## src/rtl/xs_pkg.sv

```systemverilog
package xs_pkg;

  localparam int XS_BYTE_W = 8;
  localparam int XS_STR_W  = 3;
  localparam int XS_PH     = 4;
  localparam int XS_MAX_LEN = XS_PH * (2 + (1 << XS_STR_W) - 1);
  localparam int XS_CNT_W  = $clog2(XS_MAX_LEN);

  typedef struct packed {
    logic                 rd;
    logic [XS_BYTE_W-1:0] ahi;
    logic [XS_BYTE_W-1:0] alo;
    logic [XS_BYTE_W-1:0] wd;
  } xs_req_t;

  function automatic int unsigned xs_len(input int unsigned s);
    return XS_PH * (2 + s);
  endfunction

  function automatic int unsigned xs_addr_last(input int unsigned s);
    return (s == 0) ? (XS_PH / 2) : (XS_PH - 1);
  endfunction

  function automatic int unsigned xs_strobe_last(input int unsigned s);
    return (s == 0) ? (XS_PH + 1) : (XS_PH + XS_PH * s - 1);
  endfunction

  function automatic int unsigned xs_wd_last(input int unsigned s);
    return xs_strobe_last(s) + ((s == 0) ? 1 : 2);
  endfunction

endpackage

```

## src/rtl/xs_cfg.sv

```systemverilog
module xs_cfg
  import xs_pkg::*;
#(
  parameter int STR_W       = XS_STR_W,
  parameter int STRETCH_RST = 1
) (
  input  logic             clk,
  input  logic             rst_n,
  input  logic             wr_en,
  input  logic [STR_W-1:0] wr_val,
  output logic [STR_W-1:0] stretch_q
);

  logic [STR_W-1:0] stretch_n;

  always_comb begin
    stretch_n = stretch_q;
    if (wr_en) stretch_n = wr_val;
  end

  always_ff @(posedge clk or negedge rst_n) begin
    if (!rst_n) stretch_q <= STR_W'(STRETCH_RST);
    else        stretch_q <= stretch_n;
  end

endmodule

```

## src/rtl/xs_timer.sv

```systemverilog
module xs_timer
  import xs_pkg::*;
#(
  parameter int STR_W = XS_STR_W,
  parameter int CNT_W = XS_CNT_W
) (
  input  logic             clk,
  input  logic             rst_n,
  input  logic             start,
  input  xs_req_t          req_in,
  input  logic [STR_W-1:0] stretch_in,
  output logic             active,
  output logic [CNT_W-1:0] cnt,
  output logic             at_end,
  output xs_req_t          req_q,
  output logic [STR_W-1:0] str_q
);

  logic             active_n;
  logic [CNT_W-1:0] cnt_n;
  xs_req_t          req_n;
  logic [STR_W-1:0] str_n;
  logic [CNT_W-1:0] last_cnt;

  assign last_cnt = CNT_W'(xs_len(32'(str_q)) - 1);
  assign at_end   = active && (cnt == last_cnt);

  always_comb begin
    active_n = active;
    cnt_n    = cnt;
    req_n    = req_q;
    str_n    = str_q;
    if (!active) begin
      if (start) begin
        active_n = 1'b1;
        cnt_n    = '0;
        req_n    = req_in;
        str_n    = stretch_in;
      end
    end else if (at_end) begin
      active_n = 1'b0;
      cnt_n    = '0;
    end else begin
      cnt_n = cnt + CNT_W'(1);
    end
  end

  always_ff @(posedge clk or negedge rst_n) begin
    if (!rst_n) begin
      active <= 1'b0;
      cnt    <= '0;
      req_q  <= '0;
      str_q  <= '0;
    end else begin
      active <= active_n;
      cnt    <= cnt_n;
      req_q  <= req_n;
      str_q  <= str_n;
    end
  end

endmodule

```

## src/rtl/xs_decode.sv

```systemverilog
module xs_decode
  import xs_pkg::*;
#(
  parameter int STR_W  = XS_STR_W,
  parameter int CNT_W  = XS_CNT_W,
  parameter int BYTE_W = XS_BYTE_W
) (
  input  logic              in_reset,
  input  logic              active,
  input  logic [CNT_W-1:0]  cnt,
  input  logic              at_end,
  input  xs_req_t           req_q,
  input  logic [STR_W-1:0]  str_q,
  input  logic [BYTE_W-1:0] p2_latch,
  output logic              ale,
  output logic              rd_n,
  output logic              wr_n,
  output logic [BYTE_W-1:0] p0_out,
  output logic              p0_oe,
  output logic [BYTE_W-1:0] p2_out,
  output logic              done,
  output logic              cap_en
);

  logic [CNT_W-1:0] ale_end;
  logic [CNT_W-1:0] addr_end;
  logic [CNT_W-1:0] strb_beg;
  logic [CNT_W-1:0] strb_end;
  logic [CNT_W-1:0] wd_end;
  logic             in_addr;
  logic             in_strb;
  logic             in_wd;

  assign ale_end  = CNT_W'(XS_PH / 2 - 1);
  assign addr_end = CNT_W'(xs_addr_last(32'(str_q)));
  assign strb_beg = CNT_W'(XS_PH);
  assign strb_end = CNT_W'(xs_strobe_last(32'(str_q)));
  assign wd_end   = CNT_W'(xs_wd_last(32'(str_q)));

  always_comb begin
    in_addr = active && (cnt <= addr_end);
    in_strb = active && (cnt >= strb_beg) && (cnt <= strb_end);
    in_wd   = active && !req_q.rd && (cnt > addr_end) && (cnt <= wd_end);

    ale    = in_reset || (active && (cnt <= ale_end));
    rd_n   = !(in_strb && req_q.rd);
    wr_n   = !(in_strb && !req_q.rd);
    p0_oe  = in_addr || in_wd;
    p0_out = '0;
    if (in_addr)    p0_out = req_q.alo;
    else if (in_wd) p0_out = req_q.wd;
    p2_out = active ? req_q.ahi : p2_latch;
    done   = at_end;
    cap_en = in_strb && req_q.rd && (cnt == strb_end);
  end

endmodule

```

## src/rtl/xs_rcap.sv

```systemverilog
module xs_rcap
  import xs_pkg::*;
#(
  parameter int BYTE_W = XS_BYTE_W
) (
  input  logic              clk,
  input  logic              rst_n,
  input  logic              cap_en,
  input  logic [BYTE_W-1:0] bus_in,
  output logic [BYTE_W-1:0] data_q
);

  logic [BYTE_W-1:0] data_n;

  always_comb begin
    data_n = data_q;
    if (cap_en) data_n = bus_in;
  end

  always_ff @(posedge clk or negedge rst_n) begin
    if (!rst_n) data_q <= '0;
    else        data_q <= data_n;
  end

endmodule

```

## src/rtl/xmem_stretch_seq.sv

```systemverilog
module xmem_stretch_seq
  import xs_pkg::*;
#(
  parameter int BYTE_W      = XS_BYTE_W,
  parameter int STR_W       = XS_STR_W,
  parameter int STRETCH_RST = 1
) (
  input  logic              clk,
  input  logic              rst_n,
  input  logic              cfg_wr,
  input  logic [STR_W-1:0]  cfg_stretch,
  output logic [STR_W-1:0]  stretch_cfg,
  input  logic              start,
  input  logic              rd_sel,
  input  logic              short_addr,
  input  logic [2*BYTE_W-1:0] addr,
  input  logic [BYTE_W-1:0] p2_latch,
  input  logic [BYTE_W-1:0] wdata,
  input  logic [BYTE_W-1:0] p0_in,
  output logic              ale,
  output logic              psen_n,
  output logic              rd_n,
  output logic              wr_n,
  output logic [BYTE_W-1:0] p0_out,
  output logic              p0_oe,
  output logic [BYTE_W-1:0] p2_out,
  output logic [BYTE_W-1:0] rdata,
  output logic              done
);

  localparam int CNT_W = XS_CNT_W;

  xs_req_t          req_in;
  xs_req_t          req_q;
  logic             active;
  logic [CNT_W-1:0] cnt;
  logic             at_end;
  logic [STR_W-1:0] str_q;
  logic             cap_en;
  logic             run_q;

  always_ff @(posedge clk or negedge rst_n) begin
    if (!rst_n) run_q <= 1'b0;
    else        run_q <= 1'b1;
  end

  always_comb begin
    req_in.rd  = rd_sel;
    req_in.ahi = short_addr ? p2_latch : addr[2*BYTE_W-1:BYTE_W];
    req_in.alo = addr[BYTE_W-1:0];
    req_in.wd  = wdata;
  end

  assign psen_n = 1'b1;

  xs_cfg #(.STR_W(STR_W), .STRETCH_RST(STRETCH_RST)) u_cfg (
    .clk       (clk),
    .rst_n     (rst_n),
    .wr_en     (cfg_wr),
    .wr_val    (cfg_stretch),
    .stretch_q (stretch_cfg)
  );

  xs_timer #(.STR_W(STR_W), .CNT_W(CNT_W)) u_timer (
    .clk        (clk),
    .rst_n      (rst_n),
    .start      (start),
    .req_in     (req_in),
    .stretch_in (stretch_cfg),
    .active     (active),
    .cnt        (cnt),
    .at_end     (at_end),
    .req_q      (req_q),
    .str_q      (str_q)
  );

  xs_decode #(.STR_W(STR_W), .CNT_W(CNT_W), .BYTE_W(BYTE_W)) u_dec (
    .in_reset (!run_q),
    .active   (active),
    .cnt      (cnt),
    .at_end   (at_end),
    .req_q    (req_q),
    .str_q    (str_q),
    .p2_latch (p2_latch),
    .ale      (ale),
    .rd_n     (rd_n),
    .wr_n     (wr_n),
    .p0_out   (p0_out),
    .p0_oe    (p0_oe),
    .p2_out   (p2_out),
    .done     (done),
    .cap_en   (cap_en)
  );

  xs_rcap #(.BYTE_W(BYTE_W)) u_rcap (
    .clk    (clk),
    .rst_n  (rst_n),
    .cap_en (cap_en),
    .bus_in (p0_in),
    .data_q (rdata)
  );

endmodule

```

## config.mk

```make
export PLATFORM = sky130hd
export DESIGN_NAME = xmem_stretch_seq
export DESIGN_NICKNAME = d
export VERILOG_FILES = /design/src/rtl/xs_pkg.sv /design/src/rtl/xs_cfg.sv /design/src/rtl/xs_timer.sv /design/src/rtl/xs_decode.sv /design/src/rtl/xs_rcap.sv /design/src/rtl/xmem_stretch_seq.sv
export SDC_FILE = /design/constraint.sdc
export NUM_CORES = 1
export LEC_CHECK = 0
export BUFFER_PORTS_ARGS = -buffer_cell sky130_fd_sc_hd__clkbuf_2
export CORE_MARGIN = 2
export CORE_UTILIZATION = 47
export CTS_CLUSTER_SIZE = 25
export DETAILED_ROUTE_END_ITERATION = 7
export HOLD_SLACK_MARGIN = 0.06
export PLACE_DENSITY = 0.85
export SYNTH_ARGS = -nofsm -noshare
export SYNTH_HDL_FRONTEND = slang
export SYNTH_HIERARCHICAL = 1
export SYNTH_SLANG_ARGS = --single-unit
```

## constraint.sdc

```tcl
create_clock -name clk -period 2.7 [get_ports clk]
set_clock_uncertainty 0.1 [all_clocks]
set_input_delay 0.135 -clock clk [delete_from_list [all_inputs] [get_ports clk]]
set_output_delay 0.135 -clock clk [all_outputs]
set_load 0.01 [all_outputs]
```

==> flow_summary.json <==
{
  "status": "complete, but fails checks",
  "violations": "negative setup slack",
  "powerDensity_mw_per_mm2": 1190,
  "start_util_pct": 49.3,
  "cap_violations": 0,
  "grt_max_degree": 26,
  "ys_seq_area_share_pct": 42.6,
  "dr.pass1.iters": 4,
  "synth_cell_type_count": 50,
  "path_clk_slew_ps": 90,
  "fin_ws_ps": -185,
  "clockBufferDepth": 2,
  "nets": 423,
  "num_vias": 2272,
  "setup_viol": 19,
  "synthTopCellsByCount": "46 x dfrtp_1, 38 x mux2_2, 18 x nand2_1, 16 x mux2_4, 15 x inv_1",
  "yosys_register_bits": 47,
  "diodes": 0,
  "die_h_um": 80.7,
  "synth_compound_area_share_pct": 8.96,
  "drcViolationCount": 0,
  "worst_slew_pin_slew_ps": 633,
  "cts_tree": "built",
  "antenna_found_initial": 0,
  "regToRegSetupSlack_ps": -90,
  "syn2layout_area_growth_pct": 41.5,
  "final_util_pct": 69.8,
  "max_freq_ghz": 0.347,
  "cts_htree_levels": 2,
  "clock-root-buffer": "clkbuf_8",
  "die_area_mm2": 0.00651,
  "numCtsBuffers": 5,
  "path_class": "reg2out",
  "yosysTopAreaCell": "dfrtp_1",
  "die_x_um": 80.7,
  "syn_inst": 234,
  "place_ws_ps": -10.9,
  "ys_top_cells_by_area": "dfrtp_1 42%, mux2_2 15%, mux2_4 8.7%, ha_1 6.3%, nand2_1 2.4%",
  "synth_top_area_share_pct": 41.6,
  "muxShareOfSynthArea_pct": 24.2,
  "ios": 82,
  "synth-xor-area-share_pct": 2.08,
  "maxSlewViolCount": 0,
  "cts_sinks": 47,
  "rsz0062_at_grt": "yes",
  "worstPathArrival_ps": 2650,
  "drtIter0Drc": 225,
  "io_buffers": 80,
  "crit_fanout": 5,
  "grt-ovfl-total": 0,
  "hold_viol_final": 0,
  "synth_edf_count": 0,
  "grt_pass1_vias": 2438,
  "p_leak_nw": 1.90,
  "ir_drop_mv": 0.572,
  "num_rows": 27,
  "synthesis.area_mm2": 0.00277,
  "async_flop_share_pct": 100,
  "min_period_ps": 2880,
  "synth-simple-area-share_pct": 10.5,
  "syn_area_per_cell_um2": 11.8,
  "fin_setup_tns_ps": -2060,
  "wl_per_cell_um": 15.9,
  "drtAntennaViolNets": 0,
  "grt_pass1_wl_um": 11200,
  "dpl.hpwl_um": 4430,
  "relSlewSlack_pct": 57.4,
  "via_per_inst": 5.25,
  "synth_ff_type": "dfrtp_1",
  "min_path_type": "in2reg",
  "start_kind": "flop",
  "synth_most_common_cell": "dfrtp_1",
  "ys_warn_count": 6,
  "synth_top_family_by_area": "multiplexers",
  "finalCritPeriodShare_pct": 107,
  "clock_latency_ps": 300,
  "layout-drive-gt1-share_pct": 52.1,
  "postLayoutCellArea_mm2": 0.00391,
  "finalWeightedCongestion": 0.832,
  "end_kind": "output pin",
  "cp_data_required_time_ps": 2470,
  "grt_usage_pct": 22.4,
  "drt-total-wl_um": 6890,
  "fill_cells": 407,
  "dpl_cell_area_mm2": 0.00331,
  "synth_adder_area_share_pct": 6.33,
  "core_area_mm2": 0.00561
}
-- stage by stage --
step	hold slack (ps)	power, mW	std cells
after floorplan	-261	2.87	235
after global placement	67.8	3.57	388
after detailed placement	72.8	3.65	388
after CTS	82.8	4.47	432
after global routing	86.1	5.01	433
final	91.2	4.68	433
-- area by class of cell --
class	count	area, µm²	share of cell area [%]
clock buffer	6	82.6	2.11
clock inverter	2	35.0	0.895
multi-input combinational	162	1590	40.6
tap	72	90.1	2.30
sequential	47	1180	30.1
inverter	16	62.6	1.60
timing repair buffer	128	876	22.4
-- timing repair --
action                     4_1_cts  5_1_grt
pin swaps                        9        6
buffers inserted                 2        1
resized for setup                9       21
hold buffers                    33        0
cloned                           1        0
setup endpoints to repair       17       19
hold endpoints to repair        53        0
-- path summary, 6_finish.rpt --
path                                  start                  to  depth (start not counted)
min in group asynchronous             rst_n      u_timer/cnt[5]                          2
hold reg to reg            u_timer/req_q[4]    u_timer/req_q[4]                          1
setup reg to reg           u_timer/str_q[2]    u_rcap/data_q[5]                         12
max in group asynchronous             rst_n  u_cfg/stretch_q[0]                          3
setup / recovery           u_timer/str_q[2]           p0_out[6]                          8
hold / removal                     addr[15]   u_timer/req_q[23]                          3
-- worst max-delay path, cell delays in order (launching register included) --
cell and delay (ps):
dfrtp_1 390, or3_4 390, buf_6 130, ha_4 200, or3b_4 410, a21oi_4 250, o31ai_4 160, o31ai_1 230
buf_2 180
-- kinds of logic (layout without fill, tap and decap cells) --
family          Yosys count  count (layout)
other cells               1               2
xor+xnor                  5               5
buf+inv                  27             152
flops                    47              47
compound gates           34              35
simple gates             52              52
mux                      54              54
fa+ha+maj                14              14
-- cells in the final DEF, fill, tap and decap left out, types with 3 or more instances in the layout --
master / netlist / layout
clkbuf_2: 0 / 71
dfrtp_1: 46 / 44
mux2_2: 38 / 38
dlygate4sd3_1: 0 / 33
nand2_1: 18 / 18
mux2_4: 16 / 16
inv_1: 15 / 14
ha_1: 14 / 12
buf_4: 5 / 11
buf_2: 1 / 9
clkbuf_8: 0 / 6
nand3_1: 5 / 5
o31ai_1: 9 / 5
nor2_1: 8 / 5
o21ai_0: 5 / 5
o21bai_1: 4 / 4
a21oi_1: 4 / 4
o31ai_2: 1 / 4
nor2_2: 1 / 3
-- sequential cells by signal (all words and copies together) (netlist names) --
| signal | cells |
|---|---|
| u_cfg/stretch_q | 3 |
| u_timer/req_q | 25 |
| run_q | 1 |
| u_timer/active | 1 |
| u_rcap/data_q | 8 |
| u_timer/cnt | 6 |
| u_timer/str_q | 3 |
-- per-layer routing --
metal / wire length, µm / part of all wire, % / track usage [%]
met4: 108 / 1.6 / 8.31
met5: 0 / 0 / 0
met2: 3590 / 52 / 39.0
met3: 322 / 4.7 / 5.17
met1: 2860 / 42 / 27.1
-- power breakdown --
group	switching, mW	internal (mW)	total [mW]
Sequential	0.236	1.00	1.24
Clock	0.231	0.300	0.531
Combinational	1.49	1.41	2.91
No activity file was read; power rests on OpenSTA's default activity.
